File: src/rtl/alu_slice_pkg.sv
`timescale 1ns/1ps
// Package: shared slice function encoding and one-bit full-adder equations.
// Assumes the encoding of op_sel[1:0] listed in the brief.
package alu_slice_pkg;

    typedef enum logic [1:0] {
        FN_AND  = 2'b00,
        FN_OR   = 2'b01,
        FN_ADD  = 2'b10,
        FN_LESS = 2'b11
    } slice_fn_e;

    // Full-adder carry: AB + (A xor B)Cin
    function automatic logic fa_carry(input logic x, input logic y, input logic c);
        return (x & y) | ((x ^ y) & c);
    endfunction

    // Full-adder sum: A xor B xor Cin
    function automatic logic fa_sum(input logic x, input logic y, input logic c);
        return x ^ y ^ c;
    endfunction

endpackage

File: src/rtl/alu_op_decode.sv
`timescale 1ns/1ps
// Module: splits the 4-bit operation select into slice controls.
// Assumes bit 3 flags an unsupported code, bit 2 inverts B and forces carry-in,
// and bits 1:0 pick the slice function.
module alu_op_decode
    import alu_slice_pkg::*;
(
    input  logic [3:0] op_sel,
    output logic       b_invert,
    output slice_fn_e  fn,
    output logic       kill
);

    // Purpose: map select bits onto control lines.
    always_comb begin
        b_invert = op_sel[2];
        fn       = slice_fn_e'(op_sel[1:0]);
        kill     = op_sel[3];
    end

    // Set-on-less-than must subtract
    always_comb begin
        if (op_sel == 4'b0111) begin
            assert_slt_subtracts_R5: assert (b_invert && fn == FN_LESS)
                else $error("slt decode does not subtract");
        end
    end

endmodule

File: src/rtl/alu_carry_chain.sv
`timescale 1ns/1ps
// Module: ripple carry chain across W slices using the full-adder carry equation.
// Assumes b_eff already carries any inversion; carry[0] is the injected carry-in.
module alu_carry_chain
    import alu_slice_pkg::*;
#(
    parameter int W = 32
) (
    input  logic [W-1:0] a,
    input  logic [W-1:0] b_eff,
    input  logic         cin,
    output logic [W:0]   carry
);

    // Purpose: ripple the carry from the lowest slice to the top.
    always_comb begin
        logic [W:0] c;
        c[0] = cin;
        for (int i = 0; i < W; i++) begin
            c[i+1] = fa_carry(a[i], b_eff[i], c[i]);
        end
        carry = c;
    end

endmodule

File: src/rtl/alu_bit_slice.sv
`timescale 1ns/1ps
// Module: one ALU bit. Holds AND, OR, full-adder sum and a result selector.
// Assumes b_eff is already inverted when subtracting; kill clears the result.
module alu_bit_slice
    import alu_slice_pkg::*;
(
    input  logic      a,
    input  logic      b_eff,
    input  logic      cin,
    input  logic      less,
    input  slice_fn_e fn,
    input  logic      kill,
    output logic      res,
    output logic      sum
);

    // Purpose: form the adder sum of this bit.
    always_comb sum = fa_sum(a, b_eff, cin);

    // Purpose: select this bit's result from the slice functions.
    always_comb begin
        unique case (fn)
            FN_AND:  res = a & b_eff;
            FN_OR:   res = a | b_eff;
            FN_ADD:  res = sum;
            FN_LESS: res = less;
            default: res = 1'b0;
        endcase
        if (kill) res = 1'b0;
    end

endmodule

File: src/rtl/alu_zero_detect.sv
`timescale 1ns/1ps
// Module: flags an all-zero word by inverting the OR of its bits.
// Assumes nothing about the source of the word.
module alu_zero_detect #(
    parameter int W = 32
) (
    input  logic [W-1:0] v,
    output logic         zero
);

    // Purpose: NOR-reduce the word.
    always_comb zero = ~(|v);

endmodule

File: src/rtl/alu_sliced32.sv
`timescale 1ns/1ps
// Module: W-bit combinational ALU built from W identical slices.
// Assumes W >= 2. The top slice's sum drives the less input of slice 0; the
// other less inputs are 0. Outputs depend only on the present inputs.
module alu_sliced32
    import alu_slice_pkg::*;
#(
    parameter int W = 32
) (
    input  logic [W-1:0] opa,
    input  logic [W-1:0] opb,
    input  logic [3:0]   op_sel,
    output logic [W-1:0] result,
    output logic         zero,
    output logic         carry_out
);

    localparam int MSB = W - 1;

    logic          b_invert;
    slice_fn_e     fn;
    logic          kill;
    logic [W-1:0]  b_eff;
    logic [W:0]    carry;
    logic [W-1:0]  sum_all;
    logic          set_msb;

    alu_op_decode u_dec (
        .op_sel   (op_sel),
        .b_invert (b_invert),
        .fn       (fn),
        .kill     (kill)
    );

    // Purpose: conditionally invert the B operand for all slices.
    always_comb b_eff = opb ^ {W{b_invert}};

    alu_carry_chain #(.W(W)) u_chain (
        .a     (opa),
        .b_eff (b_eff),
        .cin   (b_invert),
        .carry (carry)
    );

    // Purpose: pick the sign of the top slice as the set-on-less-than bit.
    always_comb set_msb = sum_all[MSB];

    for (genvar i = 0; i < W; i++) begin : g_slice
        logic less_in;
        if (i == 0) begin : g_lsb
            always_comb less_in = set_msb;
        end else begin : g_upper
            always_comb less_in = 1'b0;
        end
        alu_bit_slice u_slice (
            .a     (opa[i]),
            .b_eff (b_eff[i]),
            .cin   (carry[i]),
            .less  (less_in),
            .fn    (fn),
            .kill  (kill),
            .res   (result[i]),
            .sum   (sum_all[i])
        );
    end

    alu_zero_detect #(.W(W)) u_zero (
        .v    (result),
        .zero (zero)
    );

    // Purpose: bring out the carry leaving the top slice.
    always_comb carry_out = carry[W];

    // Purpose: check outputs against wide arithmetic whenever inputs change.
    always_comb begin
        logic [W:0]   wide_add;
        logic [W-1:0] diff;
        wide_add = {1'b0, opa} + {1'b0, opb};
        diff     = opa - opb;
        assert_zero_flag_R6: assert (zero == (result == '0))
            else $error("zero flag disagrees with result");
        if (op_sel == 4'b0010) begin
            assert_add_sum_R3: assert ({carry_out, result} == wide_add)
                else $error("add result mismatch");
        end
        if (op_sel == 4'b0110) begin
            assert_sub_diff_R4: assert (result == diff && carry_out == (opa >= opb))
                else $error("subtract result mismatch");
        end
        if (op_sel == 4'b0111) begin
            assert_slt_bits_R5: assert (result[MSB:1] == '0 && result[0] == diff[MSB])
                else $error("set-on-less-than result mismatch");
        end
        if (op_sel[3]) begin
            assert_kill_clear_R7: assert (result == '0)
                else $error("unsupported code left result non-zero");
        end
    end

endmodule

File: config.mk
export PLATFORM = sky130hd
export DESIGN_NAME = alu_sliced32
export DESIGN_NICKNAME = d
export VERILOG_FILES = /design/src/rtl/alu_slice_pkg.sv /design/src/rtl/alu_op_decode.sv /design/src/rtl/alu_carry_chain.sv /design/src/rtl/alu_bit_slice.sv /design/src/rtl/alu_zero_detect.sv /design/src/rtl/alu_sliced32.sv
export SDC_FILE = /design/constraint.sdc
export NUM_CORES = 1
export LEC_CHECK = 0
export ABC_AREA = 1
export BUFFER_PORTS_ARGS = -buffer_cell sky130_fd_sc_hd__buf_4
export CORE_ASPECT_RATIO = 1.1
export CORE_MARGIN = 2
export CORE_UTILIZATION = 50
export DETAILED_ROUTE_END_ITERATION = 10
export PLACE_DENSITY_LB_ADDON = 0.2
export SYNTH_ARGS = -nofsm -noshare
export SYNTH_HDL_FRONTEND = slang
export SYNTH_SLANG_ARGS = --single-unit
File: constraint.sdc
create_clock -name vclk -period 27.7
set_clock_uncertainty 0.15 [all_clocks]
set_input_delay 1.385 -clock vclk [all_inputs]
set_output_delay 1.385 -clock vclk [all_outputs]
set_load 0.01 [all_outputs]
==> impl_summary.md <==
Timing
The final cycle utilization of the critical path is 0.6059. The worst relative slew slack is 0.4761. The max-slew violation count was 0. Across all hold checks on the routed design, the worst slack comes to 3163 ps. The minimum period implied by the final worst setup slack is around 17,000 ps. Setup repair after global routing left no endpoint under its margin. The achievable clock frequency is between 50 and 60 MHz. The setup slack after layout is 10,920 ps. At the pin with the least slew margin, the transition time is 783.9 ps. The post-route setup TNS is 0 ps. The number of hold-slack violations in the final timing report was 0. The total setup violations reported at the end of the flow is 0.

Yosys
The adder-cell share of the synthesized area is 0.4051. The parity-gate share of the synthesized area counting xor and xnor cells is 0.07739. Of the total synthesized cell area, the portion taken by AND, OR, NAND and NOR gates is 0.2150. The number of distinct library cells after synthesis is 21.

The cell area that synthesis handed to floorplanning was between 3000 and 4000 um2. The combinational family with the most area after synthesis is adder cells. Yosys printed 0 warnings. The share of synthesized area occupied by flip-flops and latches is 0. Counting every net in the synthesized netlist gives around 700. Of the post-synthesis cell area, the part taken by muxes is 0. The average cell area after synthesis is roughly 6.5 um2. After technology mapping, the gate count stands at 539. The complex-gate fraction of the synthesized area is 0.04708.

Clocking
For this design, the CTS-stage hold fixing added 0 buffers. In this run the post-CTS setup repair buffer count came out at 0. Gates resized during post-CTS repair numbered 0.

Floorplanning
The initial standard-cell utilization of the core is 0.5094. The chip width is roughly 84 um. The overall die height is approximately 92 um. After floorplanning, the core was divided into 32 placement rows. The floorplan step defined a die boundary enclosing 7703 um2.

For this design the top-level I/O count stands at 102. The total core area is slightly below 7000 um2.

Power
In this run the power density over the cells is 18.83 nW/um2. The sequential share of power is 0. Cell internal power was estimated by the tool at about 0.034 mW. The design draws roughly 0.076 mW. Of the total power, the share spent switching nets is 0.5518. The largest vdd supply drop is 0.00001044 V. The part of the power in the clock network is 0. Summed over all cells, the static leakage comes to between 2 and 3 nW.

The analysis attributes to net switching a power of ~0.042 mW. The part of the total power dissipated in combinational logic is 1.000.

Place
The congestion estimate from routability-driven global placement came to just over 0.8. The worst-case setup slack after placement is roughly 11,000 ps. In this run, placement finished with an instance count of ~680. Once placement finished, the instance area stood at between 4000 and 5000 um2. The number of I/O port buffers is just over 100. The half-perimeter wire length of the detailed placement result is around 6000 um.

Detailed routing
The iteration-0 DRC count of the detailed router is about 100. The routed layout has slightly above 3,000 vias. For this block, the routed nets add up to about 7400 um of wire. The number of remaining DRC errors is 0. Before antenna repair, the detailed router went through 4 iterations. After detailed routing, the average wire length per cell comes to 10.98 um. The detail route stage leaves a number of antenna-violating nets equal to 0. The per-cell via count in the routed design is between 4 and 5.

Worst hold path
In this run the most critical hold path is launched from op_sel[3]. The path class of the tightest hold or removal check is in2out.

Worst setup path
The type of the setup path with the least slack is in2out. The category of cells accounting for the largest share of critical-path delay is adder cells. The cell with the biggest individual delay on the critical path is sky130_fd_sc_hd__buf_4. The category of the worst setup path capture point is an output pin. The most prevalent standard cell on the critical path is sky130_fd_sc_hd__fa_1. At the worst endpoint, the required time is 26,160 ps. The startpoint type of the worst setup path is a primary input. The number of buffers and inverters on the critical path is 5. The maximum fanout along the worst path is 35. The largest incremental delay on the critical path is 470 ps. At the worst endpoint, the arrival time is ~15,000 ps. The critical path launch point is op_sel[2].

Flow run
The max-capacitance violation count is 0.

Finish
The clock buffer instance count of the final layout is 0. After the last flow step, the layout net total stands at approximately 760. Across the whole layout, storage elements account for 0 um2. Leaving out fill and tap cells, the most frequent cell in the layout is sky130_fd_sc_hd__inv_1. For this run, the share of the core covered by cells in the final layout is 0.5878. Compared with the post-synthesis result, the final layout area differs by 15.37%.

Of the cells placed in the final design, the portion with a size suffix greater than 1 is 0.1949. The non-filler instance count after layout is around 680. There are 0 flip-flops and latches. With fillers left out, the area of the finished cells amounts to slightly above 4000 um2. Leaving out fill and tap cells, the most frequent cells in the layout are sky130_fd_sc_hd__inv_1, sky130_fd_sc_hd__nand2_1, sky130_fd_sc_hd__buf_4, sky130_fd_sc_hd__ha_1. The diode insertion count for antenna repair is 0.

Global routing
Global routing finished with a remaining overflow of 0. Across every metal layer, demand over resource in global routing totals 0.1921. The initial antenna violation count is 0. The number of global-route vias before repair is slightly below 3,000. The first global-routing pass estimated 12,650 um of wire.

The largest net degree at the start of global routing is 36.

Status
The flow ran to the end, and the final reports show no timing, DRC or antenna violations.
==> logic make-up (layout without fill, tap and decap cells) <==
group           count (synthesis)  count (layout)
compound gates                 33              33
xor+xnor                       31              31
fa+ha+maj                      95              95
buf+inv                       201             252
simple gates                  179             179
==> synthesized netlist by cell type (all sizes together) <==
library cell,n,area share
fa,31,0.18
inv,148,0.16
clkinv,2,0.0021
nand3b,2,0.0043
or2,14,0.025
buf,47,0.091
ha,64,0.23
nand2,129,0.14
a21oi,20,0.029
o21ai,13,0.019
nor2,12,0.016
xnor2,31,0.077
nand4,2,0.0036
clkbuf,4,0.0043
nand3,20,0.029
==> final timing paths <==
check                     to  slack [ps]  depth (start not counted)
setup / recovery        zero       10920                         46
hold / removal    result[29]        3160                          5
==> routing by layer <==
layer	vias up	track usage	share of wire
met2	69	0.3900	0.54
li1	1585	-	-
met3	2	0.005401	0.041
met1	1396	0.2352	0.42
met4	0	0.005376	0.0028
met5	-	0	0
==> final cells by class <==
cell class | count | area (um2)
Fill cell | 700 | 2839
Timing Repair Buffer | 102 | 765.7
Multi-Input combinational cell | 338 | 2613
Tap cell | 85 | 106.4
Inverter | 150 | 563.0
==> worst min-delay path: stages <==
cell and delay [ps]:
sky130_fd_sc_hd__buf_4 230, sky130_fd_sc_hd__a21oi_1 70, sky130_fd_sc_hd__nand2_1 70, sky130_fd_sc_hd__inv_1 40, sky130_fd_sc_hd__buf_4 130
==> power by group through the flow <==
stage / Combinational (mW) / Sequential, mW / Clock [mW]
2_1_floorplan: 0.0556 / 0 / 0
3_3_place_gp: 0.0746 / 0 / 0
3_5_place_dp: 0.0771 / 0 / 0
4_1_cts: 0.0773 / 0 / 0
5_1_grt: 0.0887 / 0 / 0
6_report: 0.0762 / 0 / 0
(Power assumes the default switching activity.)
